`config.mk`:
```
export PLATFORM = sky130hd
export DESIGN_NAME = bus_clk_stop
export DESIGN_NICKNAME = d
export VERILOG_FILES = /design/src/rtl/bus_clk_stop.sv
export SDC_FILE = /design/constraint.sdc
export NUM_CORES = 1
export LEC_CHECK = 0
export ABC_AREA = 1
export ABC_CLOCK_PERIOD_IN_PS = 1810
export CORE_MARGIN = 2
export CORE_UTILIZATION = 26
export DETAILED_ROUTE_END_ITERATION = 6
export PLACE_DENSITY = 0.5
export RECOVER_POWER = 25
export SYNTH_ARGS = -nofsm -noshare
export SYNTH_HDL_FRONTEND = slang
export SYNTH_SLANG_ARGS = --single-unit
```
`constraint.sdc`:
```
create_clock -name clk_ref_i -period 1.81 [get_ports clk_ref_i]
set_clock_uncertainty 0.05 [all_clocks]
set_input_delay 0.362 -clock clk_ref_i [delete_from_list [all_inputs] [get_ports clk_ref_i]]
set_output_delay 0.362 -clock clk_ref_i [all_outputs]
set_load 0.01 [all_outputs]
```
`src/rtl/bus_clk_stop.sv`:
```
module bus_clk_stop #(
  parameter int N_OUT       = 7,
  parameter int SYNC_STAGES = 2,
  parameter int ON_EDGES    = 3,
  parameter int OFF_EDGES   = 1
) (
  input  logic             clk_ref_i,
  input  logic             rst_n_i,
  input  logic             bus_phase_i,
  input  logic             stop_n_i,
  input  logic             glob_en_i,
  output logic             bus_free_o,
  output logic [N_OUT-1:0] bus_gated_o
);
  localparam int MAX_E = (ON_EDGES > OFF_EDGES) ? ON_EDGES : OFF_EDGES;
  localparam int CNT_W = $clog2(MAX_E + 1);
  localparam logic [CNT_W-1:0] ON_NEED  = CNT_W'(ON_EDGES - 1);
  localparam logic [CNT_W-1:0] OFF_NEED = CNT_W'(OFF_EDGES);

  logic [SYNC_STAGES-1:0] stop_sh, glob_sh;
  logic                   stop_s, glob_s, want_run;
  logic                   bus_d, rise, en;
  logic [CNT_W-1:0]       cnt, need;

  // two-flop style synchronizers, reset to the "run" view
  always_ff @(posedge clk_ref_i or negedge rst_n_i)
    if (!rst_n_i) begin
      stop_sh <= '1;
      glob_sh <= '0;
    end else begin
      stop_sh <= SYNC_STAGES'({stop_sh, stop_n_i});
      glob_sh <= SYNC_STAGES'({glob_sh, glob_en_i});
    end

  assign stop_s   = stop_sh[SYNC_STAGES-1];
  assign glob_s   = glob_sh[SYNC_STAGES-1];
  assign want_run = ~(glob_s & ~stop_s);
  assign rise     = bus_phase_i & ~bus_d;
  assign need     = en ? OFF_NEED : ON_NEED;

  // latency counter and gate enable; enable moves only in a low phase
  always_ff @(posedge clk_ref_i or negedge rst_n_i)
    if (!rst_n_i) begin
      bus_d <= 1'b0;
      en    <= 1'b1;
      cnt   <= '0;
    end else begin
      bus_d <= bus_phase_i;
      if (want_run == en)
        cnt <= '0;
      else if (cnt >= need && !bus_phase_i) begin
        en  <= ~en;
        cnt <= '0;
      end else if (rise && cnt < need)
        cnt <= cnt + 1'b1;
    end

  always_ff @(posedge clk_ref_i or negedge rst_n_i)
    if (!rst_n_i) begin
      bus_free_o  <= 1'b0;
      bus_gated_o <= '0;
    end else begin
      bus_free_o  <= bus_phase_i;
      bus_gated_o <= {N_OUT{bus_phase_i & en}};
    end

  a_r3_park_low: assert property (@(posedge clk_ref_i) disable iff (!rst_n_i)
    !bus_free_o |-> bus_gated_o == '0);
  a_r3_hold_high: assert property (@(posedge clk_ref_i) disable iff (!rst_n_i)
    (bus_free_o && $past(bus_free_o)) |-> $stable(bus_gated_o));
  a_r3_edge_low: assert property (@(posedge clk_ref_i) disable iff (!rst_n_i)
    !$stable(en) |-> !$past(bus_phase_i));
  a_r4_on_cause: assert property (@(posedge clk_ref_i) disable iff (!rst_n_i)
    $rose(en) |-> $past(want_run));
  a_r5_off_cause: assert property (@(posedge clk_ref_i) disable iff (!rst_n_i)
    $fell(en) |-> !$past(want_run));
  a_r6_glob_gate: assert property (@(posedge clk_ref_i) disable iff (!rst_n_i)
    $fell(en) |-> $past(glob_s));
  a_r8_all_same: assert property (@(posedge clk_ref_i) disable iff (!rst_n_i)
    bus_gated_o == '0 || bus_gated_o == '1);
endmodule

```
==> implementation parameters, run 1 <==
Parameter                              Value

Detailed routing
  Antenna-violating nets left ... 0
  Routed wire length per instance ... 8.59 µm
  Via density ... 4.05
  Wire length reported by the detailed router ... 653 µm
  Vias ... 308
  Length of the first detailed-routing pass in iterations ... 1
  Violation count after the first detailed-route iteration ... 0
  DRC violation count after routing ... 0

Cells and area
  Filler cell count ... 173
  Number of diodes ... 0
  Most common library cell in the layout ignoring fill and taps ... sky130_fd_sc_hd__nand2_1
  Layout-stage area growth over the synthesis result ... 27.1%
  Share of cells above drive strength 1 ... 20.3%
  Finished Layout Cells ... 76
  Most frequent cells in the layout ... 9 x sky130_fd_sc_hd__nand2_1, 8 x sky130_fd_sc_hd__clkdlybuf4s50_1, 6 x sky130_fd_sc_hd__inv_1, 6 x sky130_fd_sc_hd__dfrtp_1
  Net total in the final layout ... 67

Floorplan
  Initial Utilization ... 26.8%
  Width of the die ... 45.7 µm
  Die extent in y ... 45.7 µm
  Core box area ... 0.00169 mm²
  Floorplan row count ... 15
  I/O pin cnt ... 13
  Area enclosed by the die boundary ... 0.00209 mm²

Place
  Routability Congestion ... 0.696
  Count of buffers from port buffering ... 12
  Instance count after placement with tap cells included ... 72
  Detailed placer's ending HPWL ... 520 µm

Synthesis
  Area of the mapped netlist ... 453 µm²
  Number of unique standard cell types used by synthesis ... 15
  Average footprint of a synthesized cell ... 9.24 µm²
  Top post-synthesis cells by area ... sky130_fd_sc_hd__dfrtp_1 33%, sky130_fd_sc_hd__dfstp_2 17%, sky130_fd_sc_hd__buf_4 9.9%
  Synthesized netlist net count ... 56
  Register bit count reported by yosys ... 9
  Cell accounting for the most synthesized area ... sky130_fd_sc_hd__dfrtp_1
  Synth Warn # ... 0
  Mapped Cells ... 49
  Sequential area share after synthesis ... 50.6%
  Post-synth top area share ... 33.1%

Run
  Number of maximum-capacitance violations ... 0

Clock network
  Buffer levels on the longest clock path ... 2
  Post-CTS setup buffer count ... 0
  Number of buffers added to fix hold violations after cts ... 0
  Cell at the root of the clock tree ... sky130_fd_sc_hd__clkbuf_4
  Post-CTS clock slew at the launch and capture registers of the worst setup and hold paths ... 0.06 ns
  Number of sinks driven by the clock tree ... 9
  Number of gates resized after CTS ... 0
  Later-pin clock latency in the skew report ... 0.25 ns
  TritonCTS Buffers ... 3
  Number of levels in the clock H-tree ... 1
  CTS tree ... built

Setup path
  Kind of cell adding the most delay to the critical path ... buffers and inverters
  Required time of the critical path ... 1.40 ns
  Endpoint class of the critical path ... output port
  Crit path max fanout ... 7
  Worst EP arrival ... 1.25 ns
  WS Path Type ... reg -> out
  Count of buffer and inverter cells on the critical path ... 1
  Worst path slowest cell ... sky130_fd_sc_hd__clkdlybuf4s50_1
  Cell-by-cell listing of the critical path ... clkdlybuf4s50_1
  CP max stage delay ... 0.58 ns
  Worst setup SP type ... flop

GRT
  Via count of the first global-routing pass ... 247
  Number of antenna violations at the first check in global routing ... 0
  Total gr overflow ... 0
  First-pass GRT wire length ... 1090 µm
  Global Route Usage Sum ... 8.44%
  Largest net degree at the start of global routing ... 10

Power
  Cell Pwr Density ... 1140 mW/mm²
  Overall Power ... 655 µW
  Largest voltage drop on the vdd net ... 513 µV
  Static Leak ... 0.294 nW

Timing
  Post-route minimum period ... 1.66 ns
  FMAX ... 0.603 GHz
  # setup viols final ... 0
  Tightest Pin Transition ... 0.412 ns
  Unrepaired setup endpoints after global routing ... no
  Final number of max-transition violations ... 0
  Total Neg Setup Slack ... 0 ns
  Final Cycle Share ... 91.7%
  Relative slew slack ... 72.4%
  WHS ... 0.299 ns
  Final hold violations ... 0

Outcome
  Result of the run ... complete, no violations

Min path
  Hold Crit Class ... reg -> reg
## per-layer routing
metal  track usage (%)  routed length (µm)
met1              10.2                 332
met3              6.35                  54
met2              9.58                 247
met5                 0                   0
met4              6.86                  18
## per-stage QoR
| step | worst slack, ns | cell area, µm² | util, % |
|---|---|---|---|
| detailed placement | 0.337 | 549 | 32.5 |
| global placement | 0.327 | 549 | 32.5 |
| global route | 0.0787 | 576 | 34.1 |
| finish | 0.151 | 576 | 34.1 |
| CTS | 0.123 | 576 | 34.1 |
| floorplan | 0.505 | 453 | - |
## cell usage after synthesis
master,number
sky130_fd_sc_hd__nor2_1,4
sky130_fd_sc_hd__nand3_2,1
sky130_fd_sc_hd__nand4_1,2
sky130_fd_sc_hd__nor2_4,1
sky130_fd_sc_hd__xor2_1,1
sky130_fd_sc_hd__ha_1,2
sky130_fd_sc_hd__dfrtp_1,6
sky130_fd_sc_hd__inv_2,2
sky130_fd_sc_hd__inv_1,6
sky130_fd_sc_hd__buf_4,6
sky130_fd_sc_hd__nand2_1,9
sky130_fd_sc_hd__a21oi_1,1
sky130_fd_sc_hd__nand2_2,2
sky130_fd_sc_hd__dfstp_2,3
sky130_fd_sc_hd__nand3_1,3
## layout make-up
cell class | count | area, µm² | share of cell area, %
inverter | 8 | 30.0 | 5.22
multi-input combinational | 26 | 149 | 25.9
timing repair buffer | 12 | 120 | 20.9
sequential | 9 | 229 | 39.8
tap | 17 | 21.3 | 3.70
clock buffer | 4 | 26.3 | 4.57
## worst reg2reg max path: stages, from the launching register on
cell,delay [ns]
sky130_fd_sc_hd__dfstp_2,0.57
sky130_fd_sc_hd__ha_1,0.26
sky130_fd_sc_hd__nand2_2,0.10
sky130_fd_sc_hd__nand3_1,0.09
sky130_fd_sc_hd__nand2_2,0.11
sky130_fd_sc_hd__nand3_1,0.08
sky130_fd_sc_hd__nor2_1,0.09
## path summary, 6_finish.rpt
kind                           startpoint              to  slack [ns]  cells after the start
setup / recovery           bus_gated_o[0]  bus_gated_o[0]        0.15                      1
hold / removal                 glob_sh[0]      glob_sh[1]        0.30                      0
setup reg to reg                       en          cnt[0]        0.41                      6
hold reg to reg                glob_sh[0]      glob_sh[1]        0.30                      0
max in group asynchronous         rst_n_i              en        0.96                      1
min in group asynchronous         rst_n_i          cnt[0]        0.42                      1
## registers in the layout, indices dropped and copies added (netlist names)
signal	cells
bus_free_o	1
bus_gated_o	1
cnt	2
en	1
glob_sh	2
stop_sh	2
## power by group
part | internal, mW | switching, mW
logic | 0.123 | 0.123
clock network | 0.0846 | 0.0650
registers | 0.233 | 0.0253
total | 0.442 | 0.214
## logic make-up after synthesis
group           after synthesis  synth area share, %
compound gates                1                 1.10
flops                         9                 50.6
xor+xnor                      1                 1.93
fa+ha+maj                     2                 5.52
simple gates                 22                 24.3
buf+inv                      14                 16.6
(Power assumes the default switching activity.)
==> inputs of run 2 (changes only) <==
--- a/config.mk
+++ b/config.mk
@@ -10,8 +10,10 @@
 export CORE_MARGIN = 2
 export CORE_UTILIZATION = 26
 export DETAILED_ROUTE_END_ITERATION = 6
+export GPL_TIMING_DRIVEN = 0
 export PLACE_DENSITY = 0.5
 export RECOVER_POWER = 25
+export SETUP_SLACK_MARGIN = 0.05
 export SYNTH_ARGS = -nofsm -noshare
 export SYNTH_HDL_FRONTEND = slang
 export SYNTH_SLANG_ARGS = --single-unit
==> run 2 against run 1 <==
Setup slack lost 0.032 ns. Register-to-register slack lost 0.02 ns. Final cell count grew 9.2%. Sequential power is essentially flat. Clock-buffer cell count is the same. Cell area grew 12%.
==> implementation parameters, run 2 (same netlist as run 1, synthesis figures left out) <==
Parameter                              Value

Clock network
  Number of buffers added to fix hold violations after cts ... 0
  Buffer levels on the longest clock path ... 2
  TritonCTS Buffers ... 3
  Cell at the root of the clock tree ... sky130_fd_sc_hd__clkbuf_4
  Number of levels in the clock H-tree ... 1
  Later-pin clock latency in the skew report ... 0.26 ns
  Post-CTS clock slew at the launch and capture registers of the worst setup and hold paths ... 0.06 ns
  Number of sinks driven by the clock tree ... 9
  CTS tree ... built

Setup path
  RR Endpoint ... cnt[0]
  Crit path max fanout ... 6
  Worst setup SP type ... flop
  Endpoint class of the critical path ... output port
  Cell-by-cell listing of the critical path ... buf_4, clkdlybuf4s50_1
  Setup slack, reg-to-reg ... 0.39 ns
  CP max stage delay ... 0.46 ns
  Worst Reg-to-Reg Cells ... 6
  Worst EP arrival ... 1.28 ns
  R2R Path Start ... en
  WS Path Type ... reg -> out
  Worst path slowest cell ... sky130_fd_sc_hd__clkdlybuf4s50_1
  Required time of the critical path ... 1.40 ns

Cells and area
  Design Area, Final ... 642 µm²
  Number of diodes ... 0
  Net total in the final layout ... 74
  Layout-stage area growth over the synthesis result ... 41.7%
  Finished Layout Cells ... 83
  Most common library cell in the layout ignoring fill and taps ... sky130_fd_sc_hd__nand2_1
  Most frequent cells in the layout ... 9 x sky130_fd_sc_hd__nand2_1, 7 x sky130_fd_sc_hd__buf_4, 6 x sky130_fd_sc_hd__inv_1
  Largest registers ... cnt: 2 flops, glob_sh: 2 flops, stop_sh: 2 flops
  Share of cells above drive strength 1 ... 30.3%
  Final cell utilization of the core ... 38.0%

Place
  Routability Congestion ... 0.704
  Setup Slack @ Placement ... 0.311 ns
  Post-detailed-placement cell area ... 594 µm²
  Instance count after placement with tap cells included ... 78
  Count of buffers from port buffering ... 12
  Detailed placer's ending HPWL ... 576 µm

Floorplan
  Area enclosed by the die boundary ... 0.00209 mm²
  Core box area ... 0.00169 mm²
  I/O pin cnt ... 13
  Die extent in y ... 45.7 µm
  Width of the die ... 45.7 µm
  Floorplan row count ... 15
  Initial Utilization ... 26.8%

Detailed routing
  DRC violation count after routing ... 0
  Antenna-violating nets left ... 0
  Violation count after the first detailed-route iteration ... 2
  Routed wire length per instance ... 9.04 µm
  Length of the first detailed-routing pass in iterations ... 4
  Via density ... 4.27
  Wire length reported by the detailed router ... 750 µm
  Vias ... 354

Timing
  Total Neg Setup Slack ... 0 ns
  Unrepaired setup endpoints after global routing ... no
  Post-route minimum period ... 1.69 ns
  # setup viols final ... 0
  Final number of max-transition violations ... 0
  Smallest setup slack after layout ... 0.119 ns
  Relative slew slack ... 73.8%
  Tightest Pin Transition ... 0.392 ns
  Final hold violations ... 0
  WHS ... 0.305 ns
  Final Cycle Share ... 93.4%
  FMAX ... 0.591 GHz

Power
  Largest voltage drop on the vdd net ... 417 µV
  Overall Power ... 711 µW
  Cell Pwr Density ... 1110 mW/mm²
  Static Leak ... 0.383 nW

Min path
  Hold endpoint ... stop_sh[1]
  Worst hold start ... stop_sh[0]
  Worst Hold Path Cells ... 0
  Hold Crit Class ... reg -> reg

GRT
  Total gr overflow ... 0
  Via count of the first global-routing pass ... 301
  Number of antenna violations at the first check in global routing ... 0
  First-pass GRT wire length ... 1220 µm
  Largest net degree at the start of global routing ... 10
  Global Route Usage Sum ... 8.86%

Run
  Number of maximum-capacitance violations ... 0

Outcome
  Result of the run ... complete, no violations
[run 2: cell types whose count changed in the layout (fill, tap and decap cells not counted)]
cell / previous run / this run
sky130_fd_sc_hd__buf_4: 0 / 7
sky130_fd_sc_hd__dlymetal6s2s_1: 0 / 5
sky130_fd_sc_hd__dfrtp_1: 6 / 5
sky130_fd_sc_hd__dfrtp_2: 0 / 1
sky130_fd_sc_hd__clkdlybuf4s50_1: 8 / 3
[run 2: critical path, delay by kind of cell, from the launching register on]
family                 cells  cell delay (ns)
buffers and inverters      2             0.59
flip-flops                 1             0.43
[run 2: per-layer routing]
metal | track usage, % | routed length [µm] | share of wire, % | vias up
met5 | 0 | 0 | 0 | -
met4 | 8.57 | 14 | 1.9 | 0
met3 | 3.57 | 70 | 9.3 | 2
met2 | 11.3 | 316 | 42 | 13
met1 | 10.9 | 349 | 47 | 160
li1 | - | - | - | 179
[run 2: how the worst max path moves through the flow]
stage / end / startpoint / cells after the start / slack [ns]
floorplan: cnt[0] / en / 6 / 0.50
global placement: bus_gated_o[5] / bus_gated_o[0] / 2 / 0.32
detailed placement: bus_gated_o[5] / bus_gated_o[0] / 2 / 0.31
CTS: bus_gated_o[5] / bus_gated_o[0] / 2 / 0.07
global route: bus_gated_o[1] / bus_gated_o[0] / 2 / 0.06
finish: bus_gated_o[1] / bus_gated_o[0] / 2 / 0.12
[run 2: where the power goes]
part | switching (mW) | internal [mW]
Clock | 0.0687 | 0.0849
Sequential | 0.0263 | 0.235
Combinational | 0.134 | 0.163
[run 2: final cells by class]
| class | instances | area, µm² |
|---|---|---|
| inverters | 8 | 30.0 |
| well taps | 17 | 21.3 |
| flip-flops and latches | 9 | 230 |
| multi-input cells | 26 | 149 |
| repair buffers | 13 | 140 |
| plain buffers | 6 | 45.0 |
| clock buffers | 4 | 26.3 |
| fillers | 181 | 1050 |
[run 2: what timing repair did]
| item | CTS | global route |
|---|---|---|
| resized for setup | 1 | 5 |
| setup endpoints to repair | 6 | 6 |
| buffers inserted | 0 | 1 |
| hold endpoints to repair | 0 | 0 |
